File: config.mk
export PLATFORM = sky130hd
export DESIGN_NAME = resv_unit
export DESIGN_NICKNAME = d
export VERILOG_FILES = /design/src/rtl/resv_pkg.sv /design/src/rtl/resv_classify.sv /design/src/rtl/resv_track.sv /design/src/rtl/resv_pulse.sv /design/src/rtl/resv_unit.sv
export SDC_FILE = /design/constraint.sdc
export NUM_CORES = 1
export LEC_CHECK = 0
export CELL_PAD_IN_SITES_DETAIL_PLACEMENT = 1
export CELL_PAD_IN_SITES_GLOBAL_PLACEMENT = 1
export CORE_ASPECT_RATIO = 1.75
export CORE_MARGIN = 8
export CORE_UTILIZATION = 35
export CTS_BUF_LIST = sky130_fd_sc_hd__clkbuf_16
export CTS_CLUSTER_SIZE = 24
export DETAILED_ROUTE_END_ITERATION = 12
export PLACE_DENSITY = 0.78
export SETUP_SLACK_MARGIN = 0.5
export SKIP_CTS_REPAIR_TIMING = 1
export SYNTH_ARGS = -nofsm -noshare
export SYNTH_HDL_FRONTEND = slang
export SYNTH_SLANG_ARGS = --single-unit
File: constraint.sdc
create_clock -name clk -period 2.2 [get_ports clk]
set_clock_uncertainty 0.2 [all_clocks]
set_input_delay 0.22 -clock clk [delete_from_list [all_inputs] [get_ports clk]]
set_output_delay 0.22 -clock clk [all_outputs]
set_load 0.02 [all_outputs]
File: src/rtl/resv_pkg.sv
package resv_pkg;

  typedef enum logic {
    KIND_LOAD_RES   = 1'b0,
    KIND_STORE_COND = 1'b1
  } req_kind_e;

  typedef struct packed {
    logic ok;
    logic align;
    logic dsi;
  } resp_t;

endpackage

File: src/rtl/resv_classify.sv
module resv_classify
  import resv_pkg::*;
#(
  parameter int ADDR_W     = 32,
  parameter int ALIGN_BITS = 2
) (
  input  logic              req_valid,
  input  logic              req_kind,
  input  logic [ADDR_W-1:0] req_addr,
  input  logic              req_wthru,
  output logic              acc_lr,
  output logic              acc_sc,
  output logic              flt_align,
  output logic              flt_wthru
);

  logic misaligned;

  always_comb begin
    misaligned = |req_addr[ALIGN_BITS-1:0];
    flt_align  = req_valid && misaligned;
    flt_wthru  = req_valid && !misaligned && req_wthru;
    acc_lr     = req_valid && !misaligned && !req_wthru &&
                 (req_kind_e'(req_kind) == KIND_LOAD_RES);
    acc_sc     = req_valid && !misaligned && !req_wthru &&
                 (req_kind_e'(req_kind) == KIND_STORE_COND);
  end

endmodule

File: src/rtl/resv_track.sv
module resv_track #(
  parameter int GRAN_W = 27
) (
  input  logic              clk,
  input  logic              rst_n,
  input  logic              acc_lr,
  input  logic              acc_sc,
  input  logic [GRAN_W-1:0] req_gran,
  input  logic              snp_valid,
  input  logic [GRAN_W-1:0] snp_gran,
  output logic              sc_pass,
  output logic              resv_vld,
  output logic [GRAN_W-1:0] resv_gran
);

  logic              vld_nxt;
  logic [GRAN_W-1:0] gran_nxt;
  logic              gran_en;
  logic              snp_hit_old;
  logic              snp_hit_new;

  always_comb begin
    snp_hit_old = snp_valid && resv_vld && (snp_gran == resv_gran);
    snp_hit_new = snp_valid && (snp_gran == req_gran);
    sc_pass     = acc_sc && resv_vld && (resv_gran == req_gran) && !snp_hit_old;
    gran_en     = acc_lr;
    gran_nxt    = req_gran;
    vld_nxt     = resv_vld;
    if (acc_lr) begin
      vld_nxt = !snp_hit_new;
    end else if (acc_sc) begin
      vld_nxt = 1'b0;
    end else if (snp_hit_old) begin
      vld_nxt = 1'b0;
    end
  end

  always_ff @(posedge clk or negedge rst_n) begin
    if (!rst_n) begin
      resv_vld <= 1'b0;
    end else begin
      resv_vld <= vld_nxt;
    end
  end

  always_ff @(posedge clk or negedge rst_n) begin
    if (!rst_n) begin
      resv_gran <= '0;
    end else if (gran_en) begin
      resv_gran <= gran_nxt;
    end
  end

endmodule

File: src/rtl/resv_pulse.sv
module resv_pulse
  import resv_pkg::*;
(
  input  logic clk,
  input  logic rst_n,
  input  logic sc_pass,
  input  logic flt_align,
  input  logic flt_wthru,
  output logic sc_ok,
  output logic align_exc,
  output logic dsi_exc
);

  resp_t resp_q;
  resp_t resp_d;

  always_comb begin
    resp_d.ok    = sc_pass;
    resp_d.align = flt_align;
    resp_d.dsi   = flt_wthru;
  end

  always_ff @(posedge clk or negedge rst_n) begin
    if (!rst_n) begin
      resp_q <= '0;
    end else begin
      resp_q <= resp_d;
    end
  end

  assign sc_ok     = resp_q.ok;
  assign align_exc = resp_q.align;
  assign dsi_exc   = resp_q.dsi;

endmodule

File: src/rtl/resv_unit.sv
module resv_unit #(
  parameter int ADDR_W     = 32,
  parameter int GRAN_BITS  = 5,
  parameter int ALIGN_BITS = 2
) (
  input  logic              clk,
  input  logic              rst_n,
  input  logic              req_valid,
  input  logic              req_kind,
  input  logic [ADDR_W-1:0] req_addr,
  input  logic              req_wthru,
  input  logic              snp_valid,
  input  logic [ADDR_W-1:0] snp_addr,
  output logic              sc_ok,
  output logic              align_exc,
  output logic              dsi_exc
);

  localparam int GRAN_W = ADDR_W - GRAN_BITS;

  logic              acc_lr;
  logic              acc_sc;
  logic              flt_align;
  logic              flt_wthru;
  logic              sc_pass;
  logic              resv_vld;
  logic [GRAN_W-1:0] resv_gran;
  logic [GRAN_W-1:0] req_gran;
  logic [GRAN_W-1:0] snp_gran;

  assign req_gran = req_addr[ADDR_W-1:GRAN_BITS];
  assign snp_gran = snp_addr[ADDR_W-1:GRAN_BITS];

  resv_classify #(
    .ADDR_W    (ADDR_W),
    .ALIGN_BITS(ALIGN_BITS)
  ) u_classify (
    .req_valid(req_valid),
    .req_kind (req_kind),
    .req_addr (req_addr),
    .req_wthru(req_wthru),
    .acc_lr   (acc_lr),
    .acc_sc   (acc_sc),
    .flt_align(flt_align),
    .flt_wthru(flt_wthru)
  );

  resv_track #(
    .GRAN_W(GRAN_W)
  ) u_track (
    .clk      (clk),
    .rst_n    (rst_n),
    .acc_lr   (acc_lr),
    .acc_sc   (acc_sc),
    .req_gran (req_gran),
    .snp_valid(snp_valid),
    .snp_gran (snp_gran),
    .sc_pass  (sc_pass),
    .resv_vld (resv_vld),
    .resv_gran(resv_gran)
  );

  resv_pulse u_pulse (
    .clk      (clk),
    .rst_n    (rst_n),
    .sc_pass  (sc_pass),
    .flt_align(flt_align),
    .flt_wthru(flt_wthru),
    .sc_ok    (sc_ok),
    .align_exc(align_exc),
    .dsi_exc  (dsi_exc)
  );

endmodule

==> flow_metrics.py <==
metrics = {
    "logic_synthesis": {
        "syn_inst": 178,
        "syn_nets": 248,
        "syn_area_mm2": 0.00208,
        "synth-seq-cells": 31,
        "yosysSeqAreaShare_pct": 37.2,
        "synth_cell_types": 19,
        "syn_area_per_cell_um2": 11.7,
        "ys_warn_count": 0,
    },
    "drt": {
        "routedWlPerCell_um": 19.6,
        "vias_per_cell": 4.96,
        "ant_nets": 0,
        "wirelength_mm": 6.58,
        "drt_iter0_drc": 39,
        "num_vias": 1667,
        "post-route-drc-count": 0,
        "dr.pass1.iters": 4,
    },
    "critical_path": {
        "crit_arrival_ps": 1800,
        "startpoint_type": "primary input",
        "path_cells": "clkdlybuf4s50_1 -> xor2_1 -> nor4_2 -> nand4_1 -> o41ai_4 -> o2bb2ai_1",
        "cp_slowest_cell": "clkdlybuf4s50_1",
        "r2r.worst_path.cells": 5,
        "worstPathMaxFanout": 2,
        "cp.depth": 6,
        "cp_top_family": "simple AND/OR/NAND/NOR gates",
        "endpoint": "u_track.resv_vld",
        "cp_data_required_time_ps": 2150,
        "reg2reg_slack_ps": 380,
        "critPathCaptureType": "flop",
        "critPathLaunch": "snp_addr[13]",
        "rr_startpoint": "u_track.resv_gran[8]",
        "cpPeakStageDelay_ps": 480,
        "rr_endpoint": "u_track.resv_vld",
        "worstPathBufferInverterCount": 1,
        "critPathKind": "primary input to flop",
    },
    "power": {
        "vdd_drop_max_uv": 479,
        "p_sw_mw": 0.674,
        "p_int_mw": 1.52,
        "leakage_nw": 1.30,
        "p_seq_share_pct": 38.0,
        "pwr-share-clk_pct": 29.4,
        "sw_frac_of_total_pct": 30.8,
        "power.density_mw_per_mm2": 693,
        "power_frac_comb_pct": 32.6,
    },
    "grt": {
        "grt_max_degree": 32,
        "grt_pass1_wl_mm": 10.0,
        "grt_pass1_vias": 1933,
        "gr-total-overflow": 0,
        "antenna_found_initial": 0,
        "grt_usage_pct": 15.1,
    },
    "placed_design": {
        "gp_congestion": 0.786,
        "dp_hpwl_mm": 5.04,
        "portBuffers": 64,
    },
    "floorplanning": {
        "die_area_mm2": 0.00878,
        "die_y_um": 118,
        "start_util_pct": 35.7,
        "die_w_um": 74.3,
        "coreArea_mm2": 0.00583,
        "pin_count": 73,
        "rows": 37,
    },
    "clocking": {
        "cts.sinks": 31,
        "clock_latency_ps": 270,
        "cts_tree": "yes",
        "htreeDepth": 2,
        "clockBufferDepth": 2,
        "root_buffer": "clkbuf_16",
        "clk_transition_reported_paths_ps": 50,
        "cts_made_buffers": 5,
    },
    "sta": {
        "setup_viol": 0,
        "final.period_utilization_pct": 84.0,
        "max-slew-margin-rel_pct": 64.4,
        "rsz0062_at_grt": "true",
        "final_max_slew_viol_count": 0,
        "fin_setup_tns_ps": 0,
        "period_needed_ps": 1850,
        "fmaxAchievable_ghz": 0.541,
        "worst_slew_pin_slew_ps": 529,
        "hold_viol": 0,
    },
    "cells_and_area": {
        "syn_to_final_growth_pct": 51.6,
        "antenna_cells": 0,
        "final_common_cell": "clkdlybuf4s50_1",
        "nets": 327,
        "mostFrequentLayoutCells": "clkdlybuf4s50_1 (58), xor2_1 (42), xnor2_1 (35)",
        "drive_gt1_share_pct": 22.9,
        "post-route-util_pct": 54.2,
    },
    "hold_path": {
        "worstHoldStart": "req_valid",
        "worstHoldPathType": "primary input to flop",
    },
    "job": {
        "cap_violations": 0,
    },
    "run_status": {
        "status": "finished clean",
    },
}
[worst min path at each step]
stage | depth (start not counted) | slack [ps] | to
2_1_floorplan | 0 | -280 | u_pulse.align_exc
3_3_place_gp | 2 | 330 | u_pulse.sc_ok
3_5_place_dp | 2 | 330 | u_pulse.sc_ok
4_1_cts | 2 | 190 | u_track.resv_vld
5_1_grt | 2 | 70 | u_pulse.align_exc
6_report | 2 | 30 | u_pulse.align_exc
[logic make-up after synthesis]
logic type / synth area share, %
AOI/OAI and AO/OA: 1.20
xor gates and xnor gates: 34.0
and+or+nand+nor: 12.2
DFF: 37.2
buffers and inverters: 0.720
muxes: 14.6
[sequential cells by signal (all words and copies together), names as in the netlist]
register           count
u_track.resv_gran     27
u_track.resv_vld       1
u_pulse.dsi_exc        1
u_pulse.align_exc      1
u_pulse.sc_ok          1
[power by group through the flow]
| stage | Sequential [mW] | Combinational, mW | Clock, mW |
|---|---|---|---|
| after floorplan | 0.809 | 0.388 | 0 |
| after global placement | 0.820 | 0.645 | 0 |
| after detailed placement | 0.831 | 0.659 | 0 |
| after CTS | 0.824 | 0.668 | 0.659 |
| after global routing | 0.849 | 0.770 | 0.676 |
| final | 0.832 | 0.714 | 0.643 |
[metal layers]
| layer | share of wire, % | global-route usage (%) |
|---|---|---|
| met2 | 57 | 28.0 |
| met4 | 2.4 | 5.56 |
| met3 | 5.7 | 3.41 |
| met1 | 35 | 15.1 |
| met5 | 0 | 0 |
[Yosys cell counts, drive strengths merged]
| master | n | area, µm² |
|---|---|---|
| or2 | 1 | 8.76 |
| xor2 | 43 | 377 |
| o41ai | 1 | 16.3 |
| buf | 2 | 15.0 |
| nor3 | 1 | 10.0 |
| nand2 | 2 | 7.51 |
| o2bb2ai | 1 | 8.76 |
| nor4 | 12 | 75.1 |
| nor2 | 3 | 30.0 |
| nand4 | 13 | 96.3 |
| dfrtp | 31 | 776 |
| or4 | 1 | 11.3 |
| and2b | 1 | 8.76 |
| and3 | 1 | 7.51 |
| xnor2 | 38 | 333 |
| mux2 | 27 | 304 |
[per-stage QoR]
stage                     setup WS [ps]  power (mW)  cells  hold WS [ps]  cell area, µm²
final                               352        2.19    336          34.4            3160
after global routing                306        2.30    336          68.8            3160
after CTS                           309        2.15    331           193            3010
after detailed placement           24.7        1.49    323           330            2870
after global placement             78.3        1.46    323           329            2870
after floorplan                     521        1.20    178          -276            2080
[cell type report]
type	count	area, µm²
Fill cell	633	2670
Tap cell	78	97.6
Sequential cell	31	776
Clock inverter	3	12.5
Clock buffer	5	125
Timing Repair Buffer	74	791
Multi-Input combinational cell	145	1360
Power figures use the tool's default switching activity.
